`config.mk`:
```
export PLATFORM = sky130hd
export DESIGN_NAME = routed_irq_ctrl
export DESIGN_NICKNAME = d
export VERILOG_FILES = /design/src/rtl/irq_ctrl_pkg.sv /design/src/rtl/irq_sync.sv /design/src/rtl/irq_regfile.sv /design/src/rtl/irq_line_agg.sv /design/src/rtl/routed_irq_ctrl.sv
export SDC_FILE = /design/constraint.sdc
export NUM_CORES = 1
export LEC_CHECK = 0
export CORE_ASPECT_RATIO = 0.5
export CORE_MARGIN = 10
export CORE_UTILIZATION = 45
export DETAILED_ROUTE_END_ITERATION = 8
export SYNTH_ARGS = -nofsm -noshare
export SYNTH_HDL_FRONTEND = slang
export SYNTH_SLANG_ARGS = --single-unit
```
`constraint.sdc`:
```
create_clock -name clk_i -period 3.5 [get_ports clk_i]
set_input_delay 0.35 -clock clk_i [delete_from_list [all_inputs] [get_ports clk_i]]
set_output_delay 0.35 -clock clk_i [all_outputs]
set_load 0.01 [all_outputs]
```
`src/rtl/irq_ctrl_pkg.sv`:
```
package irq_ctrl_pkg;
  localparam int unsigned DW           = 32;
  localparam int unsigned FLD_W        = 4;
  localparam int unsigned SRC_N        = 32;
  localparam int unsigned LINE_N       = 8;
  localparam int unsigned SRC_PER_WORD = DW / FLD_W;
  localparam int unsigned RWORD_N      = SRC_N / SRC_PER_WORD;
  localparam int unsigned ADDR_W       = 5;
  localparam int unsigned IDX_W        = ADDR_W - 2;
  // word indices inside the window
  localparam int unsigned MASK_IDX     = 0;
  localparam int unsigned STAT_IDX     = 1;
  localparam int unsigned ROUTE_IDX0   = 2;

  typedef logic [FLD_W-1:0] route_t;
endpackage

```
`src/rtl/irq_sync.sv`:
```
module irq_sync #(
  parameter int unsigned W      = 32,
  parameter int unsigned STAGES = 2
) (
  input  logic         clk_i,
  input  logic         rst_ni,
  input  logic [W-1:0] d_i,
  output logic [W-1:0] q_o
);
  logic [W-1:0] stg_q [STAGES];

  always_ff @(posedge clk_i or negedge rst_ni) begin
    if (!rst_ni) begin
      for (int s = 0; s < int'(STAGES); s++) stg_q[s] <= '0;
    end else begin
      stg_q[0] <= d_i;
      for (int s = 1; s < int'(STAGES); s++) stg_q[s] <= stg_q[s-1];
    end
  end

  assign q_o = stg_q[STAGES-1];
endmodule

```
`src/rtl/irq_regfile.sv`:
```
module irq_regfile
  import irq_ctrl_pkg::*;
(
  input  logic                   clk_i,
  input  logic                   rst_ni,
  input  logic                   req_i,
  input  logic                   we_i,
  input  logic [IDX_W-1:0]       idx_i,
  input  logic [DW-1:0]          wdata_i,
  input  logic [SRC_N-1:0]       lvl_i,
  output logic [SRC_N-1:0]       mask_o,
  output route_t [SRC_N-1:0]     route_o,
  output logic [DW-1:0]          rdata_o,
  output logic                   rvalid_o
);
  logic wr, rd;
  logic [SRC_N-1:0]   mask_q;
  route_t [SRC_N-1:0] route_q;
  logic [DW-1:0]      rword [RWORD_N];
  logic [DW-1:0]      rmux;

  assign wr = req_i & we_i;
  assign rd = req_i & ~we_i;

  always_ff @(posedge clk_i or negedge rst_ni) begin
    if (!rst_ni)                               mask_q <= '0;
    else if (wr && idx_i == IDX_W'(MASK_IDX))  mask_q <= wdata_i[SRC_N-1:0];
  end

  // routing words are stored in reverse: the highest word holds sources 0..7
  for (genvar k = 0; k < RWORD_N; k++) begin : g_rword
    localparam int unsigned BASE = (RWORD_N - 1 - k) * SRC_PER_WORD;
    for (genvar j = 0; j < SRC_PER_WORD; j++) begin : g_fld
      always_ff @(posedge clk_i or negedge rst_ni) begin
        if (!rst_ni)
          route_q[BASE+j] <= '0;
        else if (wr && idx_i == IDX_W'(ROUTE_IDX0 + k))
          route_q[BASE+j] <= wdata_i[j*FLD_W +: FLD_W];
      end
      assign rword[k][j*FLD_W +: FLD_W] = route_q[BASE+j];
    end
  end

  always_comb begin
    rmux = '0;
    if (idx_i == IDX_W'(MASK_IDX)) rmux = DW'(mask_q);
    if (idx_i == IDX_W'(STAT_IDX)) rmux = DW'(lvl_i);
    for (int k = 0; k < int'(RWORD_N); k++)
      if (idx_i == IDX_W'(ROUTE_IDX0 + k)) rmux = rword[k];
  end

  always_ff @(posedge clk_i or negedge rst_ni) begin
    if (!rst_ni) begin
      rdata_o  <= '0;
      rvalid_o <= 1'b0;
    end else begin
      rvalid_o <= rd;
      if (rd) rdata_o <= rmux;
    end
  end

  assign mask_o  = mask_q;
  assign route_o = route_q;
endmodule

```
`src/rtl/irq_line_agg.sv`:
```
module irq_line_agg
  import irq_ctrl_pkg::*;
(
  input  logic                clk_i,
  input  logic                rst_ni,
  input  logic [SRC_N-1:0]    pend_i,
  input  route_t [SRC_N-1:0]  route_i,
  output logic [LINE_N-1:0]   irq_o
);
  logic [LINE_N-1:0] irq_d;

  // field values >= LINE_N match no line, so such sources stay unrouted
  always_comb begin
    irq_d = '0;
    for (int l = 0; l < int'(LINE_N); l++)
      for (int n = 0; n < int'(SRC_N); n++)
        if (pend_i[n] && route_i[n] == FLD_W'(l)) irq_d[l] = 1'b1;
  end

  always_ff @(posedge clk_i or negedge rst_ni) begin
    if (!rst_ni) irq_o <= '0;
    else         irq_o <= irq_d;
  end
endmodule

```
`src/rtl/routed_irq_ctrl.sv`:
```
module routed_irq_ctrl
  import irq_ctrl_pkg::*;
#(
  parameter int unsigned SYNC_STAGES = 2
) (
  input  logic              clk_i,
  input  logic              rst_ni,
  input  logic [SRC_N-1:0]  src_i,
  input  logic              req_i,
  input  logic              we_i,
  input  logic [ADDR_W-1:0] addr_i,
  input  logic [DW-1:0]     wdata_i,
  output logic [DW-1:0]     rdata_o,
  output logic              rvalid_o,
  output logic [LINE_N-1:0] irq_o
);
  logic [SRC_N-1:0]   sync_lvl;
  logic [SRC_N-1:0]   mask_q;
  route_t [SRC_N-1:0] route_q;
  logic               unused_addr;

  assign unused_addr = ^addr_i[1:0];

  irq_sync #(.W(SRC_N), .STAGES(SYNC_STAGES)) u_sync (
    .clk_i (clk_i),
    .rst_ni(rst_ni),
    .d_i   (src_i),
    .q_o   (sync_lvl)
  );

  irq_regfile u_regs (
    .clk_i   (clk_i),
    .rst_ni  (rst_ni),
    .req_i   (req_i),
    .we_i    (we_i),
    .idx_i   (addr_i[ADDR_W-1:2]),
    .wdata_i (wdata_i),
    .lvl_i   (sync_lvl),
    .mask_o  (mask_q),
    .route_o (route_q),
    .rdata_o (rdata_o),
    .rvalid_o(rvalid_o)
  );

  irq_line_agg u_agg (
    .clk_i  (clk_i),
    .rst_ni (rst_ni),
    .pend_i (sync_lvl & mask_q),
    .route_i(route_q),
    .irq_o  (irq_o)
  );
endmodule

```
==> flow_metrics.env <==
export IMPL_wl_per_cell_um=37.5
export IMPL_vias=11400
export IMPL_synthesis_area_um2=13100
export IMPL_finalCritPeriodShare=0.768
export IMPL_slew_headroom=0.244
export IMPL_grtUsageMet2=0.440
export IMPL_setup_ws_ns=0.813
export IMPL_drv_cap=0
export IMPL_nNetsFinal=1298
export IMPL_crit_path_end_kind="register"
export IMPL_dpl_worst_slack_ns=0.379
export IMPL_die_area_um2=36700
export IMPL_syn_nets=1199
export IMPL_vias_per_cell=7.04
export IMPL_synth_top_area_cell="dfrtp_1"
export IMPL_setup_viol=0
export IMPL_path_clk_slew_ns=0.07
export IMPL_grt_pass1_vias=11100
export IMPL_numCtsBuffers=23
export IMPL_drive_above_1_share=0.187
export IMPL_cts_sinks=265
export IMPL_start_kind="input port"
export IMPL_fmax_mhz=372
export IMPL_avgSynthCellArea_um2=11.6
export IMPL_port_buffers=111
export IMPL_crit_start="addr_i[3]"
export IMPL_powerDensity_nw_per_um2=622
export IMPL_reg2reg_setup_slack_ns=0.88
export IMPL_dp_cells=1581
export IMPL_place_hpwl_um=47400
export IMPL_drt_pass1_iterations=8
export IMPL_synth_area_leaders="dfrtp_1 51%, mux2_2 11%, nor3_1 2.4%"
export IMPL_yosys_most_used_dff="dfrtp_1"
export IMPL_root_buffer="clkbuf_16"
export IMPL_ir_worst_vdd_mv=0.446
export IMPL_syn_to_final_growth_pct=18.2
export IMPL_cts_tree="built"
export IMPL_r2r_cells=6
export IMPL_period_needed_ns=2.69
export IMPL_track_usage=0.326
export IMPL_synth_warnings=0
export IMPL_start_util=0.465
export IMPL_clk_path_buf_depth=3
export IMPL_ant_nets=0
export IMPL_rows=43
export IMPL_reg2reg_from="u_regs.route_o[99]"
export IMPL_drt_iter0_markers=1771
export IMPL_ys_seq_elements=265
export IMPL_grt_max_degree=96
export IMPL_io_pins=114
export IMPL_die_h_um=141
export IMPL_overflow=0
export IMPL_leakagePower_nw=6.23
export IMPL_syn_inst=1126
export IMPL_hp_class="in2reg"
export IMPL_wl_um=61000
export IMPL_fp_dieW_um=261
export IMPL_synth_distinct_cells=64
export IMPL_clock_latency_ns=0.55
export IMPL_final_cells=1625
export IMPL_endpoint="u_regs.route_o[26]"
export IMPL_finalHoldViolations=0
export IMPL_worst_slew_pin_slew_ns=1.12
export IMPL_grt_met3_usage=0.121
export IMPL_met1_usage=0.490
export IMPL_r2r_end="u_agg.irq_o[1]"
export IMPL_busiest_layer="met1"
export IMPL_synth_async_reset_ratio=1.00
export IMPL_drc_errors=0
export IMPL_tns_ns=0
export IMPL_grt_pass1_wl_um=85200
export IMPL_synth_edf_count=0
export IMPL_antenna_found_initial=4
export IMPL_post_cts_setup_buffers=0
export IMPL_gp_congestion=1.02
export IMPL_status="finished, final reports clean"
export IMPL_path_max_fanout=21
export IMPL_crit_type="in2reg"
export IMPL_rsz0062_at_grt="false"
export IMPL_fp_coreArea_um2=28100
export IMPL_synth_seq_area_share=0.507
export IMPL_skew_ns=0.0105
export IMPL_cp_arrival_ns=3.12
export IMPL_htree_levels=1
export IMPL_yosysTopAreaCellShare=0.507
export IMPL_maxSlewViolCount=0
export IMPL_cp_required_ns=3.93
[metal layers]
metal	up-vias	part of all wire
li1	4584	-
met1	5905	0.45
met2	858	0.39
met3	88	0.14
met4	0	0.015
met5	-	0
[how the worst min path moves through the flow]
stage                                 from                to  depth (start not counted)  slack [ns]
final                            src_i[25]  u_sync.stg_q[57]                          1        0.23
after global routing             src_i[25]  u_sync.stg_q[57]                          1        0.23
after CTS                        src_i[25]  u_sync.stg_q[57]                          1        0.23
after detailed placement  u_sync.stg_q[51]    u_sync.q_o[19]                          0        0.33
after global placement    u_sync.stg_q[61]    u_sync.q_o[29]                          0        0.33
after floorplan                     rst_ni    u_agg.irq_o[0]                          0        0.05
[through the flow]
stage	util	cell area [um^2]	hold slack (ns)	power (mW)
floorplan	-	13100	0.0544	5.41
global placement	0.521	14700	0.332	6.71
detailed placement	0.521	14700	0.335	6.81
CTS	0.549	15400	0.227	9.49
global route	0.549	15400	0.229	9.85
finish	0.549	15500	0.230	9.61
[registers in the layout, indices dropped and copies added, names as in the netlist]
signal	count
u_regs.rdata_o	32
u_agg.irq_o	8
u_sync.q_o	32
u_regs.route_o	128
u_regs.rvalid_o	1
u_regs.mask_o	32
u_sync.stg_q	32
[critical path, cell delays in order]
cell	delay, ns
clkdlybuf4s50_1	0.57
nor2b_1	0.69
nand2_2	0.44
nor2_4	0.19
buf_4	0.44
mux2_2	0.41
[what timing repair did]
| item | 4_1_cts | 5_1_grt |
|---|---|---|
| endpoints found under the hold margin | 81 | 0 |
| gates resized for setup | 0 | 0 |
| hold buffers | 1 | 0 |
| setup endpoints to repair | 0 | 0 |
[placed cells by master (no fill, tap or decap), types with 5 or more instances in the layout]
master           count
nand2b_1            30
clkdlybuf4s50_1    110
o32ai_1              8
a22oi_1             34
clkbuf_16           23
or4bb_1              5
a311oi_1            30
nor2_1              60
nor4b_1              5
a2111oi_0            8
mux4_2               7
nand4_1             20
dfrtp_1            265
or3_1                6
nor4_1              34
a222oi_1            25
clkinv_2             5
nand4b_1            29
inv_1               12
mux2_2             126
nor3_1              62
o21ai_0             21
buf_4               29
nand3b_1            12
nand2_1             53
nor2b_1              7
nor4bb_1             9
a21o_1              25
nor3b_1             21
mux2_1              22
o22ai_1             26
buf_12               7
mux2_4              10
or4_1                6
nand4bb_1            5
nand3_1             22
[where the power goes]
group	leakage (nW)	internal, mW	switching [mW]
combinational	2.62	1.04	1.13
sequential	3.23	3.63	1.10
clock	0.382	1.49	1.22
[cell families after synthesis]
family	share of synthesized area
AND/OR/NAND/NOR	0.190
buffers and inverters	0.0336
multiplexers	0.151
flip-flops	0.507
AO/OA/AOI/OAI	0.118
[final cells by class]
class                           count  area [um^2]
Fill cell                        2314        12700
Clock inverter                     12          150
Timing Repair Buffer              148         1480
Clock buffer                       29          618
Sequential cell                   265         6630
Antenna cell                        2         5.00
Inverter                           13         51.3
Multi-Input combinational cell    774         6040
Tap cell                          382          478
[Yosys cell counts (12+ instances only)]
master    count
nand4b_1     29
nor3_1       62
nand4_1      20
clkbuf_1     34
a21o_1       25
nand3_1      22
mux2_2      126
nand2b_1     31
a22oi_1      34
nand2_1      53
nand3b_1     12
o22ai_1      26
a311oi_1     30
o21ai_0      21
inv_1        12
dfrtp_1     265
nor2_1       60
nor3b_1      21
mux2_1       22
a222oi_1     25
buf_2        22
nor4_1       34
Power figures use the tool's default switching activity.
